--- src/rtl/crc_acc_pkg.sv ---
// Shared constants and state encoding for the CRC-protected register engine.
package crc_acc_pkg;
    localparam int unsigned MAX_BURST = 4;                     // data bytes per access
    localparam int unsigned OFS_W     = 6;                     // register offset width
    localparam int unsigned LEN_W     = $clog2(MAX_BURST);     // length code width
    localparam int unsigned CNT_W     = $clog2(MAX_BURST + 4); // byte counter width
    localparam logic [CNT_W-1:0] CNT_MAX = '1;

    typedef enum logic [2:0] {
        S_IDLE, S_ADDR, S_CMD, S_WDATA, S_RADDR, S_RDATA, S_SKIP
    } fsm_t;
endpackage

--- src/rtl/crc8_byte.sv ---
// crc8_byte: combinational one-byte CRC-8 update, MSB first.
// Assumes: the caller holds the running remainder; no init or final XOR here.
module crc8_byte #(
    parameter logic [7:0] POLY = 8'h07
) (
    input  logic [7:0] crc_in,
    input  logic [7:0] data_in,
    output logic [7:0] crc_out
);
    logic [7:0] stage [9];

    assign stage[0] = crc_in ^ data_in;

    // One shift-and-reduce step per bit, MSB first.
    for (genvar b = 0; b < 8; b++) begin : g_bit
        assign stage[b+1] = stage[b][7] ? ((stage[b] << 1) ^ POLY) : (stage[b] << 1);
    end

    assign crc_out = stage[8];
endmodule

--- src/rtl/wr_collect.sv ---
// wr_collect: gathers a write burst, runs its CRC and judges the frame.
// Assumes: addr_v, cmd_v and data_v never coincide with clear; nbytes is 1..MAX_BURST.
module wr_collect import crc_acc_pkg::*; (
    input  logic                   clk,
    input  logic                   rst_n,
    input  logic                   clear,
    input  logic                   addr_v,
    input  logic                   cmd_v,
    input  logic                   data_v,
    input  logic [7:0]             rx_byte,
    input  logic [CNT_W-1:0]       nbytes,
    output logic                   frame_good,
    output logic                   no_payload,
    output logic [MAX_BURST*8-1:0] wdata
);
    logic [7:0]       crc_q, crc_seed, crc_run;
    logic [CNT_W-1:0] cnt;
    logic             match;
    logic [7:0]       wbuf [MAX_BURST];

    crc8_byte u_seed (.crc_in(8'h00), .data_in(rx_byte), .crc_out(crc_seed));
    crc8_byte u_run  (.crc_in(crc_q), .data_in(rx_byte), .crc_out(crc_run));

    // Running CRC, post-command byte count and CRC-match flag.
    always_ff @(posedge clk) begin
        if (!rst_n || clear) begin
            crc_q <= 8'h00;
            cnt   <= '0;
            match <= 1'b0;
        end else if (addr_v) begin
            crc_q <= crc_seed;
        end else if (cmd_v) begin
            crc_q <= crc_run;
        end else if (data_v) begin
            if (cnt < nbytes)
                crc_q <= crc_run;
            else if (cnt == nbytes)
                match <= (rx_byte == crc_q);
            if (cnt != CNT_MAX)
                cnt <= cnt + 1'b1;
        end
    end

    // Data lane capture; the buffer survives clear so a commit can read it.
    always_ff @(posedge clk) begin
        for (int i = 0; i < int'(MAX_BURST); i++) begin
            if (!rst_n)
                wbuf[i] <= 8'h00;
            else if (data_v && (cnt < nbytes) && (cnt == CNT_W'(i)))
                wbuf[i] <= rx_byte;
        end
    end

    assign frame_good = match && (cnt == nbytes + CNT_W'(2));
    assign no_payload = (cnt == '0);

    for (genvar i = 0; i < int'(MAX_BURST); i++) begin : g_wd
        assign wdata[i*8 +: 8] = wbuf[i];
    end

    // Once saturated, the count cannot roll back and fake a valid length.
    assert_cnt_sat_R4: assert property (@(posedge clk) disable iff (!rst_n)
        (data_v && !clear && cnt == CNT_MAX) |=> (cnt == CNT_MAX));
endmodule

--- src/rtl/rd_server.sv ---
// rd_server: snapshots a read burst and returns data, then CRC, then 0xFF.
// Assumes: load and take never coincide with clear; nbytes is 1..MAX_BURST.
module rd_server import crc_acc_pkg::*; (
    input  logic                   clk,
    input  logic                   rst_n,
    input  logic                   clear,
    input  logic                   load,
    input  logic [7:0]             addr_byte,
    input  logic [7:0]             cmd_byte,
    input  logic [CNT_W-1:0]       nbytes,
    input  logic [MAX_BURST*8-1:0] snap,
    input  logic                   take,
    output logic [7:0]             tx_byte
);
    logic [7:0]       crc_q, crc_a, crc_ac, crc_tx, cur_data;
    logic [CNT_W-1:0] idx;
    logic [7:0]       rbuf [MAX_BURST];

    crc8_byte u_addr (.crc_in(8'h00), .data_in(addr_byte), .crc_out(crc_a));
    crc8_byte u_cmd  (.crc_in(crc_a), .data_in(cmd_byte),  .crc_out(crc_ac));
    crc8_byte u_tx   (.crc_in(crc_q), .data_in(cur_data),  .crc_out(crc_tx));

    // Select the buffered byte at the current index.
    always_comb begin
        cur_data = 8'h00;
        for (int i = 0; i < int'(MAX_BURST); i++)
            if (idx == CNT_W'(i)) cur_data = rbuf[i];
    end

    // Index and CRC advance as bytes go out; stop advancing past the CRC byte.
    always_ff @(posedge clk) begin
        if (!rst_n || clear) begin
            idx   <= CNT_MAX;
            crc_q <= 8'h00;
        end else if (load) begin
            idx   <= '0;
            crc_q <= crc_ac;
        end else if (take) begin
            if (idx < nbytes)
                crc_q <= crc_tx;
            if (idx <= nbytes)
                idx <= idx + 1'b1;
        end
    end

    // Snapshot of the burst at the start of the read phase.
    always_ff @(posedge clk) begin
        for (int i = 0; i < int'(MAX_BURST); i++) begin
            if (!rst_n)
                rbuf[i] <= 8'h00;
            else if (load)
                rbuf[i] <= snap[i*8 +: 8];
        end
    end

    assign tx_byte = (idx < nbytes)  ? cur_data :
                     (idx == nbytes) ? crc_q    : 8'hFF;

    // Over-read bytes must not disturb the CRC state.
    assert_overread_crc_R8: assert property (@(posedge clk) disable iff (!rst_n)
        (take && !clear && !load && idx > nbytes) |=> $stable(crc_q));
endmodule

--- src/rtl/crc_reg_access.sv ---
// crc_reg_access: frame sequencer for CRC-protected register reads and writes.
// Assumes: front end gives one-cycle event pulses; start and stop never share a cycle
// with rx_valid (stop wins if they do). Register file applies rf_we in one cycle.
module crc_reg_access import crc_acc_pkg::*; #(
    parameter logic [6:0] DEV_ADDR = 7'h2A
) (
    input  logic                       clk,
    input  logic                       rst_n,
    input  logic                       bus_start,
    input  logic                       bus_stop,
    input  logic                       rx_valid,
    input  logic [7:0]                 rx_byte,
    input  logic                       tx_take,
    output logic [7:0]                 tx_byte,
    output logic                       selected,
    output logic [MAX_BURST*OFS_W-1:0] rf_addr,
    input  logic [MAX_BURST*8-1:0]     rf_rdata,
    output logic                       rf_we,
    output logic [MAX_BURST-1:0]       rf_wbe,
    output logic [MAX_BURST*8-1:0]     rf_wdata,
    output logic                       crc_error
);
    fsm_t             state, state_nx;
    logic [7:0]       cmd_q;
    logic [CNT_W-1:0] nbytes;
    logic             ev_ok, addr_hit, frame_good, no_payload;
    logic             wr_addr_v, cmd_v, data_v, rd_load, rd_take, unit_clear;
    logic             commit, bad_end;
    logic [MAX_BURST-1:0] wbe_nx;

    assign ev_ok      = rx_valid && !bus_start && !bus_stop;
    assign addr_hit   = (rx_byte[7:1] == DEV_ADDR);
    assign wr_addr_v  = ev_ok && state == S_ADDR  && addr_hit && !rx_byte[0];
    assign cmd_v      = ev_ok && state == S_CMD;
    assign data_v     = ev_ok && state == S_WDATA;
    assign rd_load    = ev_ok && state == S_RADDR && addr_hit && rx_byte[0];
    assign rd_take    = tx_take && !bus_start && !bus_stop && state == S_RDATA;
    assign unit_clear = bus_start || bus_stop;
    assign nbytes     = CNT_W'(cmd_q[OFS_W +: LEN_W]) + CNT_W'(1);
    assign commit     = state == S_WDATA && bus_stop && frame_good;
    assign bad_end    = state == S_WDATA &&
                        ((bus_stop && !frame_good) || (bus_start && !bus_stop && !no_payload));
    assign selected   = (state == S_CMD) || (state == S_WDATA) || (state == S_RDATA);

    wr_collect u_wr (
        .clk(clk), .rst_n(rst_n), .clear(unit_clear), .addr_v(wr_addr_v),
        .cmd_v(cmd_v), .data_v(data_v), .rx_byte(rx_byte), .nbytes(nbytes),
        .frame_good(frame_good), .no_payload(no_payload), .wdata(rf_wdata)
    );

    rd_server u_rd (
        .clk(clk), .rst_n(rst_n), .clear(unit_clear), .load(rd_load),
        .addr_byte(rx_byte), .cmd_byte(cmd_q), .nbytes(nbytes),
        .snap(rf_rdata), .take(rd_take), .tx_byte(tx_byte)
    );

    // Lane offsets wrap modulo 2**OFS_W through natural truncation.
    for (genvar i = 0; i < int'(MAX_BURST); i++) begin : g_lane
        assign rf_addr[i*OFS_W +: OFS_W] = cmd_q[OFS_W-1:0] + OFS_W'(i);
        assign wbe_nx[i] = (CNT_W'(i) < nbytes);
    end

    // Next frame state from bus events and the byte just received.
    always_comb begin
        state_nx = state;
        if (bus_stop)
            state_nx = S_IDLE;
        else if (bus_start)
            state_nx = (state == S_WDATA && no_payload) ? S_RADDR : S_ADDR;
        else if (rx_valid) begin
            case (state)
                S_ADDR:  state_nx = (addr_hit && !rx_byte[0]) ? S_CMD : S_SKIP;
                S_CMD:   state_nx = S_WDATA;
                S_RADDR: state_nx = (addr_hit && rx_byte[0]) ? S_RDATA : S_SKIP;
                default: state_nx = state;
            endcase
        end
    end

    // Frame state register.
    always_ff @(posedge clk) begin
        if (!rst_n) state <= S_IDLE;
        else        state <= state_nx;
    end

    // Command byte holding register.
    always_ff @(posedge clk) begin
        if (!rst_n)     cmd_q <= 8'h00;
        else if (cmd_v) cmd_q <= rx_byte;
    end

    // Commit strobe and lane enables, one cycle after an accepted stop.
    always_ff @(posedge clk) begin
        if (!rst_n) begin
            rf_we  <= 1'b0;
            rf_wbe <= '0;
        end else begin
            rf_we  <= commit;
            rf_wbe <= commit ? wbe_nx : '0;
        end
    end

    // Sticky rejection flag.
    always_ff @(posedge clk) begin
        if (!rst_n)       crc_error <= 1'b0;
        else if (bad_end) crc_error <= 1'b1;
    end

    assert_we_pulse_R3: assert property (@(posedge clk) disable iff (!rst_n)
        rf_we |=> !rf_we);
    assert_we_lane0_R3: assert property (@(posedge clk) disable iff (!rst_n)
        rf_we |-> rf_wbe[0]);
    assert_err_sticky_R4: assert property (@(posedge clk) disable iff (!rst_n)
        crc_error |=> crc_error);
    assert_commit_clean_R4: assert property (@(posedge clk) disable iff (!rst_n)
        rf_we |-> $stable(crc_error));
endmodule

--- config.mk ---
export PLATFORM = sky130hd
export DESIGN_NAME = crc_reg_access
export DESIGN_NICKNAME = d
export VERILOG_FILES = /design/src/rtl/crc_acc_pkg.sv /design/src/rtl/crc8_byte.sv /design/src/rtl/wr_collect.sv /design/src/rtl/rd_server.sv /design/src/rtl/crc_reg_access.sv
export SDC_FILE = /design/constraint.sdc
export NUM_CORES = 1
export LEC_CHECK = 0
export BUFFER_PORTS_ARGS = -buffer_cell sky130_fd_sc_hd__buf_2
export CORE_ASPECT_RATIO = 0.75
export CORE_MARGIN = 2
export CORE_UTILIZATION = 49
export CTS_BUF_LIST = sky130_fd_sc_hd__clkbuf_2 sky130_fd_sc_hd__clkbuf_4 sky130_fd_sc_hd__clkbuf_8
export CTS_CLUSTER_DIAMETER = 80
export DETAILED_ROUTE_END_ITERATION = 10
export PLACE_DENSITY = 0.84
export SLEW_MARGIN = 20
export SYNTH_ARGS = -nofsm -noshare
export SYNTH_HDL_FRONTEND = slang
export SYNTH_SLANG_ARGS = --single-unit
--- constraint.sdc ---
create_clock -name clk -period 6 [get_ports clk]
set_clock_uncertainty 0.2 [all_clocks]
set_input_delay 0.6 -clock clk [delete_from_list [all_inputs] [get_ports clk]]
set_output_delay 0.6 -clock clk [all_outputs]
set_load 0.01 [all_outputs]
Word level (Yosys, flattened, before mapping):

Memory sizes are Yosys's and may differ from the RTL's.
Index checks and enable logic that the tools add are counted.

* bits in latches: 0
* ROM bits: 0
* register bits: 40
* input bits: 46
* logic and storage cells: 224
* memories: 2
* memory bits (writable): 64

* bitwise operators: 47
* shifts and indexed selects: 0
* $add $sub $neg: 7
* divide/modulo/power cells: 0
* reduce and logical (&&, ||, !) cells: 56
* equality and inequality tests: 17
* multipliers: 0
* magnitude comparators: 7
* muxes and demuxes: 78

Memories
* u_rd.rbuf: words 4, bits a word 8, read ports 4, clocked after memory_dff 0, write ports 4, RTL line rd_server.sv:17 `logic [7:0] rbuf [MAX_BURST];`
* u_wr.wbuf: words 4, bits a word 8, read ports 4, clocked after memory_dff 0, write ports 4, RTL line wr_collect.sv:19 `logic [7:0] wbuf [MAX_BURST];`

Operators by type and width (count)
* 2-to-1 mux 8 bit: 21
* 2-to-1 mux 3 bit: 39
* NOT 3 bit: 32
* logical AND 1 bit: 28
* XOR 8 bit: 3
* == test 3 x 2 -> 1 bit (second input constant): 6
* 2-to-1 mux 1 bit: 16
* adder 6 x 2 -> 6 bit (second input constant): 2
* AND reduction 2 bit: 5
* == test 3 x 1 -> 1 bit (second input constant): 3
* == test 3 bit: 3
* case mux 3 bit (3 select lines): 1
* == test 8 bit: 1
* OR 1 bit: 8
* nonzero test 2 bit: 4
* == test 7 x 6 -> 1 bit (second input constant): 1
* adder 3 x 1 -> 3 bit (second input constant): 2
* adder 6 x 1 -> 6 bit (second input constant): 1
* == test 3 bit (second input constant): 2
* zero test 1 bit: 6
* zero test 3 bit: 2
* < comparator 1 x 3 -> 1 bit (first input constant): 2
* < comparator 2 x 3 -> 1 bit (first input constant): 2
* < comparator 3 bit: 2
* 12 further kinds: 20

Depth between registers and ports, before layout:

* depth in word-level cells: 34
* depth in mapped cells: 12
* depth with buffers taken out: 11

By module:

A second synthesis with hierarchy kept.

* cells, all modules: 646
* area total of the unflattened synthesis: 6817.8 sq um

Modules (own cells, without submodules)
* rd_server: area each 2369.8 sq um, cells each 225, times used 1
* wr_collect: area each 2203.4 sq um, cells each 183, times used 1
* crc_reg_access: area each 1181.1 sq um, cells each 138, times used 1
* crc8_byte: area each 212.7 sq um, cells each 20, times used 5

Least setup slack after synthesis:

Ideal clock, no wire load.

* path kind: input to register
* from: input port rx_byte[3]
* to: memory u_rd.rbuf[0][0], enable pin
* buffers on the path: 2
* setup time: 389 ps
* arrival: 2747 ps
* stages on the path: 8
* slack: 2664 ps
* required time: 5411 ps
* cells stage by stage: clkbuf_1 -> inv_1 -> ha_1 -> and4bb_1 -> nand3_1 -> or4_1 -> clkbuf_1 -> nand2_1

RTL lines
* start, declared: RTL line crc_reg_access.sv:12 `input logic [7:0] rx_byte,`
* end, declared: RTL line rd_server.sv:17

Worst setup path after layout:

* from: register cmd_q[6]
* to: output port tx_byte[3]

* cells in the longest elaborated chain, start to end: 4
* elaborated cells between the ends (all ways): 5
* classes of those cells: 1 x add/sub; 1 x order compare; 1 x eq/ne; 2 x mux

RTL lines
* start, declared: RTL line crc_reg_access.sv:24 `logic [7:0] cmd_q;`
* start signal, assigned: RTL line crc_reg_access.sv:89 `else if (cmd_v) cmd_q <= rx_byte;`
* adder 2 x 1 -> 3 bit *: RTL line crc_reg_access.sv:39 `assign nbytes = CNT_W'(cmd_q[OFS_W +: LEN_W]) + CNT_W'(1);`
* parallel branches: the longest is 2 deep, another holds < comparator 3 bit
* 2-to-1 mux 8 bit *: RTL line rd_server.sv:56 `assign tx_byte = (idx < nbytes) ? cur_data :`
* end, declared: RTL line crc_reg_access.sv:14 `output logic [7:0] tx_byte,`

Every way passes the cells marked *.

==> impl_metrics.py <==
metrics = {
    "run_status": {
        "status": "completed",
    },
    "global_route": {
        "grt_pass1_vias": 4841,
        "grt_pass1_wl_microns": 24400,
        "grt.overflow.total": 0,
        "grt_usage_pct": 22.4,
        "grt_max_degree": 56,
        "antenna_found_initial": 0,
    },
    "logic_synthesis": {
        "synth_compound_area_share_pct": 9.98,
        "ys_seq_area_share_pct": 43.0,
        "synth_simple_gate_area_share_pct": 21.0,
        "synthMuxAreaShare_pct": 1.74,
        "ys_ff_latch": 104,
        "async_flop_share_pct": 0,
        "syn_inst": 622,
        "synth_top_family_by_area": "simple AND/OR/NAND/NOR gates",
        "syn_nets": 698,
        "syn_area_sq_mm": 0.00633,
        "synth_edf_count": 64,
        "yosysWarningCount": 0,
        "synth_top_flop_cell": "edfxtp_1",
        "synthAdderAreaFrac_pct": 5.93,
        "synth_xor_xnor_area_share_pct": 13.5,
        "synth_cell_types": 68,
        "synth_area_per_cell_sq_um": 10.2,
    },
    "place": {
        "dp_hpwl_microns": 11100,
        "gp_congestion": 0.879,
        "numPortBuffers": 116,
    },
    "die": {
        "placementRows": 35,
        "die-area_sq_mm": 0.0138,
        "core_area_sq_mm": 0.0124,
        "io_pins": 117,
        "start_util_pct": 50.9,
        "die_w_microns": 135,
        "die_h_microns": 102,
    },
    "timing": {
        "hold_viol_final": 0,
        "rsz0062_at_grt": "false",
        "worst_pin_slew_ns": 0.999,
        "slew_headroom_pct": 33.2,
        "period_minus_slack_ns": 4.03,
        "setup_viol": 0,
        "fin_setup_tns_ns": 0,
        "slew_violations": 0,
        "period_share_pct": 67.2,
        "fmax_mhz": 248,
    },
    "routing": {
        "drt-total-wl_microns": 15200,
        "firstDrtPassIters": 5,
        "num_vias": 4976,
        "drc": 0,
        "drt_iter0_drc": 413,
        "wl_per_cell_microns": 17.3,
        "viasPerCell": 5.67,
        "antenna_left": 0,
    },
    "final_layout": {
        "fill_cells": 1038,
        "regArea_sq_mm": 0.00272,
        "diodes": 0,
        "multi_input_area_sq_mm": 0.00332,
        "area_growth_pct": 12.1,
        "finalNetCount": 782,
        "drive_above_1_share_pct": 21.7,
    },
    "setup_path": {
        "cp-start-kind": "flop",
        "r2r_cells": 8,
        "critical_path.max_fanout": 16,
        "worst_setup_path_end_kind": "output pin",
        "setup.worst_path.class": "flop to output pin",
        "crit_required_ns": 5.20,
        "arrival_ns": 3.23,
    },
    "min_path": {
        "hold_path.class": "input pin to flop",
        "hold_depth": 2,
    },
    "power_and_ir_drop": {
        "p_total_mw": 1.34,
        "leakage_nw": 2.97,
        "p_per_area_mw_per_mm2": 189,
        "ir_drop_mv": 0.103,
    },
    "clocking": {
        "cts_setup_buffers": 0,
        "clockBufferDepth": 2,
        "path_clk_slew_ns": 0.10,
        "cts_max_level": 3,
        "cts_tree": "yes",
        "cts_buffers": 9,
        "clkSinkCount": 104,
        "clk_latency_ns": 0.38,
        "cts-root-buf": "clkbuf_8",
        "cts-hold-fix-buffers": 0,
        "post_cts_resized": 0,
    },
    "job": {
        "max-cap-violations": 0,
    },
}
cell usage in the layout, fill, tap and decap left out, types with 5 or more instances in the layout:
master    count
a211oi_1      5
a21oi_1      30
and2_1       36
and3_1       36
buf_2       116
clkbuf_8      9
dfxtp_1      40
edfxtp_1     64
ha_1         30
inv_1        19
mux2i_1      11
nand2_1      37
nand2b_1     10
nand3_1      18
nand3b_1      7
nor2_1       28
nor2b_1      20
nor3_1       13
o21ai_0      14
o221ai_1      5
xnor2_1      66
xor2_1       22
synthesized netlist by cell type, drive strengths merged (7+ instances only):
library cell,instances,area share [%]
xnor2,67,9.4
edfxtp,64,30
dfxtp,40,13
nand2,38,2.3
and2,36,3.6
and3,36,3.6
a21oi,31,2.5
ha,30,5.9
nor2,28,1.7
buf,25,2.5
xor2,24,3.7
clkbuf,20,1.2
nor2b,20,2.0
inv,19,1.1
nand3,18,1.4
o21ai,14,1.1
nor3,13,1.0
mux2i,11,1.7
nand2b,10,0.99
a211oi,7,0.99
nand3b,7,0.83
final cells by class:
| class | instances | share of cell area (%) |
|---|---|---|
| clock buffer | 10 | 1.85 |
| timing repair buffer | 118 | 8.39 |
| inverter | 19 | 1.01 |
| multi-input combinational | 454 | 46.7 |
| clock inverter | 6 | 0.705 |
| sequential | 104 | 38.4 |
| tap | 166 | 2.93 |
sequential cells by signal, summed over array words and instances (netlist names):
register and cells:
u_rd.crc_q 8, u_wr.cnt 3, u_rd.idx 3, crc_error 1
u_wr.match 1, cmd_q 8, u_rd.rbuf 32, u_wr.wbuf 32
u_wr.crc_q 8, rf_we 1, rf_wbe 4, state 3
cells by family after synthesis:
logic type | after synthesis
flops | 104
buf+inv | 64
compound gates | 90
mux | 11
xor+xnor | 92
fa+ha+maj | 30
simple gates | 231
report_power, final:
group	switching, mW	total, mW	internal, mW
Clock	0.258	0.419	0.162
Sequential	0.00662	0.776	0.770
Combinational	0.0824	0.143	0.0608
metrics by stage:
stage / cells / setup WS [ns] / instance area, sq um / hold slack (ns) / utilization [%]
floorplan: 622 / 2.66 / 6330 / 0.243 / -
global route: 877 / 1.65 / 7100 / 0.258 / 57.1
finish: 877 / 1.97 / 7100 / 0.266 / 57.1
CTS: 877 / 1.95 / 7090 / 0.242 / 57.0
global placement: 861 / 2.54 / 6910 / 0.257 / 55.5
detailed placement: 861 / 2.37 / 6910 / 0.270 / 55.5
critical path: stages (launching register included):
cell	delay, ns
dfxtp_1	0.46
inv_1	0.15
ha_1	0.30
inv_1	0.06
ha_1	0.30
nor2b_1	0.13
o21ai_0	0.19
nor2b_1	0.82
nor3_1	0.11
a31oi_1	0.19
buf_2	0.15
final timing paths:
check                              startpoint            end  slack [ns]
worst max-delay path                 cmd_q[6]     tx_byte[3]        1.97
worst min-delay path                 bus_stop       state[0]        0.27
worst max register to register    u_rd.idx[2]  u_rd.crc_q[3]        2.44
worst min register to register  u_wr.crc_q[1]  u_wr.crc_q[1]        0.28
routing by layer:
layer | share of wire [%] | track usage (%) | vias to the layer above
met2 | 48 | 36.4 | 197
met3 | 7.0 | 4.41 | 26
met4 | 1.8 | 8.57 | 0
li1 | - | - | 2338
met1 | 43 | 29.9 | 2415
met5 | 0 | 0 | -
(Power assumes the default switching activity.)
